===== src/rtl/pres_pkg.sv =====
package pres_pkg;
    typedef enum logic [2:0] {
        OP_ACCEPT   = 3'd0,
        OP_POLL     = 3'd1,
        OP_SET_CPPR = 3'd2,
        OP_EOI      = 3'd3,
        OP_SET_MFRR = 3'd4
    } op_e;
endpackage


===== src/rtl/pres_op_unit.sv =====
module pres_op_unit
    import pres_pkg::*;
#(
    parameter int PRI_W  = 8,
    parameter int SRC_W  = 24,
    parameter int IPI_ID = 2,
    localparam int WORD_W = PRI_W + SRC_W
) (
    input  logic              op_valid,
    input  logic [2:0]        op_code,
    input  logic [WORD_W-1:0] op_data,
    input  logic [PRI_W-1:0]  cur_cppr,
    input  logic [PRI_W-1:0]  cur_mfrr,
    input  logic [PRI_W-1:0]  cur_ppri,
    input  logic [SRC_W-1:0]  cur_xisr,
    input  logic              cur_nr,
    output logic [PRI_W-1:0]  nx_cppr,
    output logic [PRI_W-1:0]  nx_mfrr,
    output logic [PRI_W-1:0]  nx_ppri,
    output logic [SRC_W-1:0]  nx_xisr,
    output logic              nx_nr,
    output logic              ret_valid,
    output logic [WORD_W-1:0] ret_word,
    output logic              rej_valid,
    output logic [SRC_W-1:0]  rej_src,
    output logic              eoi_valid,
    output logic [SRC_W-1:0]  eoi_src,
    output logic              resend
);
    localparam logic [PRI_W-1:0] ONES = {PRI_W{1'b1}};
    localparam logic [SRC_W-1:0] IPI  = SRC_W'(IPI_ID);

    logic [PRI_W-1:0] low_val;
    logic [PRI_W-1:0] down_val;
    logic             down_en;
    logic [SRC_W-1:0] rej_raw;

    assign low_val = op_data[PRI_W-1:0];
    assign eoi_src = op_data[SRC_W-1:0];

    always_comb begin
        nx_cppr   = cur_cppr;
        nx_mfrr   = cur_mfrr;
        nx_ppri   = cur_ppri;
        nx_xisr   = cur_xisr;
        nx_nr     = cur_nr;
        ret_valid = 1'b0;
        ret_word  = {cur_cppr, cur_xisr};
        rej_raw   = '0;
        eoi_valid = 1'b0;
        resend    = 1'b0;
        down_en   = 1'b0;
        down_val  = low_val;
        if (op_valid) begin
            unique case (op_e'(op_code))
                OP_ACCEPT: begin
                    ret_valid = 1'b1;
                    if (cur_xisr != '0) begin
                        nx_cppr = cur_ppri;
                        nx_ppri = ONES;
                        nx_xisr = '0;
                    end
                end
                OP_POLL: ret_valid = 1'b1;
                OP_SET_CPPR: begin
                    if (low_val > cur_cppr) begin
                        down_en = 1'b1;
                    end else if (low_val < cur_cppr) begin
                        nx_cppr = low_val;
                        if (low_val <= cur_ppri) begin
                            rej_raw = cur_xisr;
                            nx_xisr = '0;
                            nx_ppri = ONES;
                        end
                    end
                end
                OP_EOI: begin
                    down_en   = 1'b1;
                    down_val  = op_data[WORD_W-1 -: PRI_W];
                    eoi_valid = (eoi_src != IPI);
                end
                OP_SET_MFRR: begin
                    nx_mfrr = low_val;
                    if (low_val < cur_cppr && low_val <= cur_ppri) begin
                        rej_raw = cur_xisr;
                        nx_ppri = low_val;
                        nx_xisr = IPI;
                    end
                    if (low_val > cur_mfrr) begin
                        resend = cur_nr;
                        nx_nr  = 1'b0;
                    end
                end
                default: ;
            endcase
        end
        if (down_en) begin
            nx_cppr = down_val;
            if (cur_mfrr < down_val && cur_mfrr <= cur_ppri) begin
                nx_ppri = cur_mfrr;
                nx_xisr = IPI;
            end
            resend = cur_nr;
            nx_nr  = 1'b0;
        end
    end

    assign rej_valid = (rej_raw != '0) && (rej_raw != IPI);
    assign rej_src   = rej_raw;
endmodule


===== src/rtl/pres_dlv_unit.sv =====
module pres_dlv_unit #(
    parameter int PRI_W  = 8,
    parameter int SRC_W  = 24,
    parameter int IPI_ID = 2
) (
    input  logic             dlv_valid,
    input  logic [SRC_W-1:0] dlv_src,
    input  logic [PRI_W-1:0] dlv_pri,
    input  logic [PRI_W-1:0] in_cppr,
    input  logic [PRI_W-1:0] in_mfrr,
    input  logic [PRI_W-1:0] in_ppri,
    input  logic [SRC_W-1:0] in_xisr,
    input  logic             in_nr,
    output logic [PRI_W-1:0] nx_ppri,
    output logic [SRC_W-1:0] nx_xisr,
    output logic             nx_nr,
    output logic             ok,
    output logic             rej_valid,
    output logic [SRC_W-1:0] rej_src
);
    localparam logic [SRC_W-1:0] IPI = SRC_W'(IPI_ID);

    logic wins;
    assign wins = (dlv_pri < in_cppr) && (dlv_pri < in_mfrr) && (dlv_pri < in_ppri);
    assign ok   = dlv_valid && wins;

    always_comb begin
        nx_ppri = in_ppri;
        nx_xisr = in_xisr;
        nx_nr   = in_nr;
        if (ok) begin
            nx_ppri = dlv_pri;
            nx_xisr = dlv_src;
        end else if (dlv_valid) begin
            nx_nr = 1'b1;
        end
    end

    assign rej_src   = in_xisr;
    assign rej_valid = ok && (in_xisr != '0) && (in_xisr != IPI);
endmodule


===== src/rtl/irq_presenter.sv =====
module irq_presenter
    import pres_pkg::*;
#(
    parameter int PRI_W  = 8,
    parameter int SRC_W  = 24,
    parameter int IPI_ID = 2,
    localparam int WORD_W = PRI_W + SRC_W
) (
    input  logic              clk,
    input  logic              rst_n,
    input  logic              dlv_valid,
    input  logic [SRC_W-1:0]  dlv_src,
    input  logic [PRI_W-1:0]  dlv_pri,
    input  logic              op_valid,
    input  logic [2:0]        op_code,
    input  logic [WORD_W-1:0] op_data,
    output logic              irq_out,
    output logic              ret_valid,
    output logic [WORD_W-1:0] ret_word,
    output logic [PRI_W-1:0]  ret_mfrr,
    output logic              op_rej_valid,
    output logic [SRC_W-1:0]  op_rej_src,
    output logic              dlv_done,
    output logic              dlv_ok,
    output logic              dlv_rej_valid,
    output logic [SRC_W-1:0]  dlv_rej_src,
    output logic              eoi_valid,
    output logic [SRC_W-1:0]  eoi_src,
    output logic              resend_req
);
    localparam logic [PRI_W-1:0] ONES = {PRI_W{1'b1}};
    localparam logic [SRC_W-1:0] IPI  = SRC_W'(IPI_ID);

    logic [PRI_W-1:0] cppr_q, mfrr_q, ppri_q;
    logic [SRC_W-1:0] xisr_q;
    logic             nr_q;

    logic [PRI_W-1:0] o_cppr, o_mfrr, o_ppri, d_ppri;
    logic [SRC_W-1:0] o_xisr, d_xisr, o_rej_src, o_eoi_src, d_rej_src;
    logic             o_nr, d_nr, o_ret_v, o_rej_v, o_eoi_v, o_resend, d_ok, d_rej_v;
    logic [WORD_W-1:0] o_ret_word;

    pres_op_unit #(.PRI_W(PRI_W), .SRC_W(SRC_W), .IPI_ID(IPI_ID)) u_op (
        .op_valid(op_valid), .op_code(op_code), .op_data(op_data),
        .cur_cppr(cppr_q), .cur_mfrr(mfrr_q), .cur_ppri(ppri_q),
        .cur_xisr(xisr_q), .cur_nr(nr_q),
        .nx_cppr(o_cppr), .nx_mfrr(o_mfrr), .nx_ppri(o_ppri),
        .nx_xisr(o_xisr), .nx_nr(o_nr),
        .ret_valid(o_ret_v), .ret_word(o_ret_word),
        .rej_valid(o_rej_v), .rej_src(o_rej_src),
        .eoi_valid(o_eoi_v), .eoi_src(o_eoi_src), .resend(o_resend)
    );

    pres_dlv_unit #(.PRI_W(PRI_W), .SRC_W(SRC_W), .IPI_ID(IPI_ID)) u_dlv (
        .dlv_valid(dlv_valid), .dlv_src(dlv_src), .dlv_pri(dlv_pri),
        .in_cppr(o_cppr), .in_mfrr(o_mfrr), .in_ppri(o_ppri),
        .in_xisr(o_xisr), .in_nr(o_nr),
        .nx_ppri(d_ppri), .nx_xisr(d_xisr), .nx_nr(d_nr),
        .ok(d_ok), .rej_valid(d_rej_v), .rej_src(d_rej_src)
    );

    always_ff @(posedge clk) begin
        if (!rst_n) begin
            cppr_q        <= '0;
            mfrr_q        <= ONES;
            ppri_q        <= ONES;
            xisr_q        <= '0;
            nr_q          <= 1'b0;
            ret_valid     <= 1'b0;
            ret_word      <= '0;
            ret_mfrr      <= '0;
            op_rej_valid  <= 1'b0;
            op_rej_src    <= '0;
            dlv_done      <= 1'b0;
            dlv_ok        <= 1'b0;
            dlv_rej_valid <= 1'b0;
            dlv_rej_src   <= '0;
            eoi_valid     <= 1'b0;
            eoi_src       <= '0;
            resend_req    <= 1'b0;
        end else begin
            cppr_q        <= o_cppr;
            mfrr_q        <= o_mfrr;
            ppri_q        <= d_ppri;
            xisr_q        <= d_xisr;
            nr_q          <= d_nr;
            ret_valid     <= o_ret_v;
            ret_word      <= o_ret_word;
            ret_mfrr      <= mfrr_q;
            op_rej_valid  <= o_rej_v;
            op_rej_src    <= o_rej_src;
            dlv_done      <= dlv_valid;
            dlv_ok        <= d_ok;
            dlv_rej_valid <= d_rej_v;
            dlv_rej_src   <= d_rej_src;
            eoi_valid     <= o_eoi_v;
            eoi_src       <= o_eoi_src;
            resend_req    <= o_resend;
        end
    end

    assign irq_out = (xisr_q != '0) && (ppri_q < cppr_q);

    // a taken delivery owns the pending slot afterwards
    p_dlv_load_r2: assert property (@(posedge clk) disable iff (!rst_n)
        dlv_ok |-> (ppri_q == $past(dlv_pri)) && (xisr_q == $past(dlv_src)));

    // a refused delivery leaves the resend flag armed
    p_dlv_fail_flag_r3: assert property (@(posedge clk) disable iff (!rst_n)
        (dlv_done && !dlv_ok) |-> nr_q);

    // accepting a pending source empties the slot
    p_accept_clear_r4: assert property (@(posedge clk) disable iff (!rst_n)
        (op_valid && op_code == 3'(OP_ACCEPT) && !dlv_valid && xisr_q != '0)
        |=> (xisr_q == '0) && (ppri_q == ONES));

    // the reserved number is never forwarded as an EOI
    p_eoi_ipi_r8: assert property (@(posedge clk) disable iff (!rst_n)
        (op_valid && op_code == 3'(OP_EOI) && op_data[SRC_W-1:0] == IPI) |=> !eoi_valid);

    // a poll without a delivery leaves the state unchanged
    p_poll_stable_r9: assert property (@(posedge clk) disable iff (!rst_n)
        (op_valid && op_code == 3'(OP_POLL) && !dlv_valid)
        |=> $stable(cppr_q) && $stable(mfrr_q) && $stable(ppri_q) && $stable(xisr_q) && $stable(nr_q));
endmodule


===== config.mk =====
export PLATFORM = sky130hd
export DESIGN_NAME = irq_presenter
export DESIGN_NICKNAME = d
export VERILOG_FILES = /design/src/rtl/pres_pkg.sv /design/src/rtl/pres_op_unit.sv /design/src/rtl/pres_dlv_unit.sv /design/src/rtl/irq_presenter.sv
export SDC_FILE = /design/constraint.sdc
export NUM_CORES = 1
export LEC_CHECK = 0
export CELL_PAD_IN_SITES_DETAIL_PLACEMENT = 1
export CELL_PAD_IN_SITES_GLOBAL_PLACEMENT = 1
export CORE_MARGIN = 2
export CORE_UTILIZATION = 50
export CTS_CLUSTER_DIAMETER = 200
export CTS_CLUSTER_SIZE = 10
export DETAILED_ROUTE_END_ITERATION = 6
export DONT_BUFFER_PORTS = 1
export PLACE_DENSITY_LB_ADDON = 0.12
export SLEW_MARGIN = 25
export SYNTH_ARGS = -nofsm -noshare
export SYNTH_HDL_FRONTEND = slang
export SYNTH_SLANG_ARGS = --single-unit

===== constraint.sdc =====
create_clock -name clk -period 10.8 [get_ports clk]
set_input_delay 2.16 -clock clk [delete_from_list [all_inputs] [get_ports clk]]
set_output_delay 2.16 -clock clk [all_outputs]
set_load 0.05 [all_outputs]

==> summary.txt, run 1 <==
Final setup violating endpoints - 0
Filler instances - 1551
Core Rows - 43
R2R setup slack - 4910 ps
Skew-Pair Late Insertion Delay - 440 ps
Critical path origin - op_code[2]
Net Count, Synth - 873
H-tree levels - 4
Worst EP arrival - 7740 ps
Total wire length after detailed routing - 22520 um
Post-synth top area share - 46.64%
FF-to-FF End - dlv_rej_valid
RSZ-0062 raised after global routing - no
Post_cts resized - 0
CTS Buf Count - 17
CP max FO - 23
Mapped cell area - 7211 sq um
Maxcap violations - 0
Antenna-violating nets left - 0
Largest net degree at the start of global routing - 64
Min Tclk post-route - 7411 ps
Drt pass-1 iters - 5
Critical Setup Path Class - primary input to flip-flop
Final setup TNS - 0 ps
Pwr dens - 225.2 nW/um^2
Avg Inst Size Synth - 9.810 sq um
Origin of the critical flop-to-flop path - cppr_q[3]
Area grow syn2layout - 11.40%
DR iter-0 viols - 361
Core area - 13990 sq um
Final Wtd Congestion - 0.9350
Synth Area in Compound Gates - 17.53%
Grt met1 use - 37.02%
Top Ports - 191
Met3 Resource Use GR - 9.112%
Antenna Cells - 0
All-Layer GR Usage - 29.72%
Worst setup SP type - primary input
Sequential-to-total area share from yosys stat - 46.64%
Async S/R FF share, synth - 0%
CP Data Required Time - 11130 ps
Mux share of post-synthesis cell area - 1.805%
Hold WC Path Type - flip-flop to flip-flop
Worst setup margin - 3389 ps
Vias after detailed routing - 5689
Final cell count without fillers - 924
Largest area contributor in the netlist - dfxtp_1
Setup bufs post-CTS - 0
Netlist cell types - 59
WL/cell - 24.38 um
Hold Slack - 459.7 ps
CTS Buffer Depth - 2
Initial cell density of the core - 51.55%
# hold bufs at CTS - 0
Register area - 3363 sq um
Xor/xnor cell area share of the yosys netlist - 0%
Final nets - 869
Simple-Gate Fraction of Synth Area - 19.00%
Die area - 15400 sq um
GRT Residual Overflow - 0
Post-synthesis adder-cell area fraction - 11.63%
Capture point of the worst path - dlv_rej_valid
Worst hold path cell count - 2
Ys flop type - dfxtp_1
Slew HR - 35.04%
Dpl hpwl - 17040 um
First-pass GRT wire length - 33990 um
Clock sink count - 168
Status - completed
Final Slew Violations - 0
Die width - 124.1 um
Busiest grt layer - met2
Initial antenna violation count - 0
Largest family of logic cells by synthesized area - simple AND/OR/NAND/NOR gates
FF+latch count, synth - 168
Port Buf Inserts - 0
Vias in the first global route - 5977
Hold Vio Cnt, Final - 0
Share of cells above drive strength 1 - 6.586%
Chip height - 124.1 um
Synth warn - 0
Synth Instances - 735
Via density per instance - 6.157
Pleak - 3.537 nW
Placed Cells - 892
M2 GR Usage - 49.01%
Final worst-path cycle share - 68.62%
Fmax - 0.1349 GHz
Place WS - 3097 ps
Clk_skew - 9.348 ps
CP endpoint kind - flip-flop
CTS root buffer - clkbuf_16
Clk slew on worst S/H paths - 70 ps
Footprint of the multi-input gates - 3631 sq um
R2r worst-path depth - 19
Number of remaining DRC errors - 0
Actual slew at the worst max-slew pin - 972.5 ps
Peak supply drop - 0.1382 mV
CTS tree - done
Post-synth EDFFs - 0
Largest cells by area after synthesis - dfxtp_1, ha_1, and2_1
==> area by class of cell <==
cell class | count | area share, %
Clock inverter | 14 | 2.508
Multi-Input combinational cell | 505 | 45.20
Timing Repair Buffer | 5 | 0.5607
Inverter | 34 | 1.589
Clock buffer | 18 | 5.467
Sequential cell | 168 | 41.87
Tap cell | 180 | 2.804
==> layer usage <==
layer  vias up  routed length (um)
met5         -                   0
met4         0                 535
met3        42                1821
met2       239               10630
met1      2782                9534
li1       2626                   -
==> sequential cells by signal (all words and copies together) (netlist names), 8 cells and up <==
register,flops
xisr_q,24
ret_mfrr,8
dlv_rej_src,24
ppri_q,8
ret_word,32
eoi_src,24
cppr_q,8
mfrr_q,8
op_rej_src,24
==> synthesized netlist by cell type, types with 9 or more instances <==
library cell	instances
dfxtp_1	168
nand2_1	37
o22a_1	25
nor4_1	12
nor2_1	56
and2_1	90
mux2i_1	13
o21ai_0	23
a21oi_1	34
inv_1	33
ha_1	67
clkbuf_1	21
nand4_1	11
o211ai_1	16
a21o_1	21
nor2b_1	9
==> cell families after synthesis <==
logic type | count (synthesis)
muxes | 13
and+or+nand+nor | 251
adders and majority gates | 67
buffers and inverters | 62
DFF | 168
AOI/OAI and AO/OA | 174
==> cells in the final DEF (no fill, tap or decap), drive strengths merged, types with 3 or more instances in the layout <==
master	instances
nor2b	9
clkbuf	18
mux2i	13
a31oi	4
a211oi	3
o31a	3
dfxtp	168
nand2	37
nor2	57
and2	90
o31ai	5
buf	5
o211ai	16
bufinv	3
a221o	5
nand3	4
nor4	12
o21ai	25
inv	40
clkinv	3
and4	5
a221oi	7
nand4	11
nand2b	7
a22o	6
nor3	3
a21o	21
o22a	25
o21a	4
ha	67
a21oi	35
==> report_power, final <==
part	total [mW]	internal, mW	switching [mW]
logic	0.302	0.130	0.172
clock network	0.661	0.381	0.280
registers	0.846	0.683	0.163
==> metrics by stage <==
stage,util (%),area [sq um],total power [mW]
6_report,57.42,8033,1.809
5_1_grt,57.42,8033,1.879
4_1_cts,57.37,8025,1.814
3_5_place_dp,52.79,7385,1.155
3_3_place_gp,52.64,7363,1.135
2_1_floorplan,-,7211,1.059
==> critical path, stage by stage <==
cell       delay [ps]
nand4b_1          600
mux2i_1           430
ha_1              310
a21o_1            170
a21o_1            180
a22oi_1           190
nand4_1           180
nor2_1            130
buf_4             290
nand2_1           120
o31a_1            130
ha_1              200
a2111oi_0         360
o21ai_0           200
a21oi_1           170
o2111ai_1         140
a41o_1            270
a2111o_1          380
a211oi_4          620
buf_8             240
nor4b_1           260
==> how the worst min path moves through the flow <==
stage	startpoint	end
after floorplan	nr_q	resend_req
after global placement	nr_q	resend_req
after detailed placement	nr_q	resend_req
after CTS	nr_q	resend_req
after global routing	nr_q	resend_req
final	nr_q	resend_req
Note: power is estimated with default switching activity, not from simulation.
==> inputs of run 2 (changes only) <==
- CORE_UTILIZATION: 50 -> 48
- clock period: 10.8 -> 7 ns (I/O delays scaled with it)
==> summary.txt, run 2 (synthesis gave the netlist of run 1 again) <==
Via density per instance - 6.056
Actual slew at the worst max-slew pin - 937.6 ps
Antenna Cells - 0
Max reg flops - 32
CP Data Required Time - 7340 ps
Status - completed
RSZ-0062 raised after global routing - no
Final setup violating endpoints - 0
Cell Area, Placed - 7428 sq um
Die area - 16020 sq um
Hold WC Path Type - flip-flop to flip-flop
Final cell count without fillers - 934
Critical Setup Path Class - primary input to flip-flop
Top Ports - 191
CTS root buffer - clkbuf_16
Maxcap violations - 0
All-Layer GR Usage - 28.32%
DR iter-0 viols - 313
Fmax - 0.1632 GHz
Final nets - 876
Internal - 1.757 mW
Initial antenna violation count - 0
CP peak stage delay - 540 ps
Worst EP arrival - 6460 ps
Drt pass-1 iters - 4
Vias after detailed routing - 5656
Clk slew on worst S/H paths - 70 ps
Tot Pwr - 2.692 mW
Dpl hpwl - 17110 um
Place WS - 553.5 ps
Number of remaining DRC errors - 0
Filler instances - 1597
Antenna-violating nets left - 0
CTS Buf Count - 17
Port Buf Inserts - 0
Worst Path Buf+Inv - 3
# hold bufs at CTS - 0
Peak supply drop - 0.1984 mV
Final setup TNS - 0 ps
First-pass GRT wire length - 34710 um
Sequential fraction of design power - 48.4%
Total wire length after detailed routing - 22750 um
Highest-count cells in the layout ignoring fill and taps - dfxtp_1, and2_1, ha_1, nor2_1, nand2_1
CTS tree - done
Cell family contributing the most delay on the critical path - compound AO/OA/AOI/OAI gates
Initial cell density of the core - 49.43%
Pleak - 3.536 nW
CP endpoint kind - flip-flop
Sw frac - 34.73%
Setup bufs post-CTS - 0
Register area - 3363 sq um
Sw Pwr - 0.9350 mW
Worst setup SP type - primary input
Die width - 126.6 um
Hold Vio Cnt, Final - 0
Worst setup margin - 873.4 ps
Area grow syn2layout - 11.04%
Final instance area - 8006 sq um
Share of cells above drive strength 1 - 7.333%
CP Cell Sequence - nand4b_1 > buf_4 > mux2i_1 > ha_1 > a21oi_1 > nor2_1 > nor2_1 > nand4_1 > nor2_1 > buf_4 > a221oi_1 > a21o_1 > ha_1 > a21oi_1 > nor2b_1 > o21ai_0 > o2111ai_1 > a41o_1 > a2111o_1 > a211oi_4 > buf_4 > nor4b_1
R2R setup slack - 1670 ps
Clock sink count - 168
Core Rows - 44
Logic pwr share - 17.4%
Chip height - 126.6 um
Post_cts resized - 0
Core area - 14590 sq um
Final Slew Violations - 0
Pwr dens - 336.3 nW/um^2
Slew HR - 36.96%
GRT Residual Overflow - 0
Largest register by flop count - ret_word
Final worst-path cycle share - 87.52%
Vias in the first global route - 5979
CP max FO - 16
Largest net degree at the start of global routing - 64
WL/cell - 24.35 um
Commonest non-fill, non-tap cell in the layout - dfxtp_1
Min Tclk post-route - 6127 ps
Clock power share - 34.3%
Skew-Pair Late Insertion Delay - 430 ps
Clk_skew - 7.454 ps
CTS Buffer Depth - 2
Placed Cells - 903
Footprint of the multi-input gates - 3631 sq um
Crit-path slowest cell - nor2_1
H-tree levels - 4
Final Wtd Congestion - 0.9331
-- run 2: final cells by class --
type                            instances  share of cell area, %
Inverter                               34                  1.594
Tap cell                              184                  2.875
Sequential cell                       168                  42.01
Clock buffer                           18                  5.360
Clock inverter                         13                  1.688
Multi-Input combinational cell        505                  45.35
Timing Repair Buffer                   12                  1.125
-- run 2: stage by stage --
step,util [%],hold slack (ps)
after floorplan,-,433.1
after detailed placement,50.92,457.8
after CTS,54.79,494.7
after global placement,50.92,443.3
after global routing,54.88,509.5
final,54.88,494.8
-- run 2: layer usage --
layer	up-vias	wire length (um)	global-route usage (%)	share of wire (%)
met1	2766	9916	36.70	44
li1	2632	-	-	-
met2	214	10630	45.64	47
met5	-	0	0	0
met3	44	1641	7.887	7.2
met4	0	556	9.696	2.4
-- run 2: power groups by stage --
| stage | Sequential, mW | Clock, mW | Combinational [mW] |
|---|---|---|---|
| finish | 1.30 | 0.922 | 0.468 |
| global route | 1.31 | 0.972 | 0.525 |
| CTS | 1.30 | 0.933 | 0.463 |
| detailed placement | 1.32 | 0 | 0.457 |
| global placement | 1.32 | 0 | 0.437 |
| floorplan | 1.29 | 0 | 0.347 |
-- run 2: worst paths after layout --
| path | cells past startpoint | to | from |
|---|---|---|---|
| hold reg to reg | 1 | op_rej_src[0] | xisr_q[0] |
| setup reg to reg | 20 | dlv_rej_valid | cppr_q[7] |
| hold / removal | 1 | op_rej_src[0] | xisr_q[0] |
| setup / recovery | 22 | dlv_rej_valid | op_code[2] |
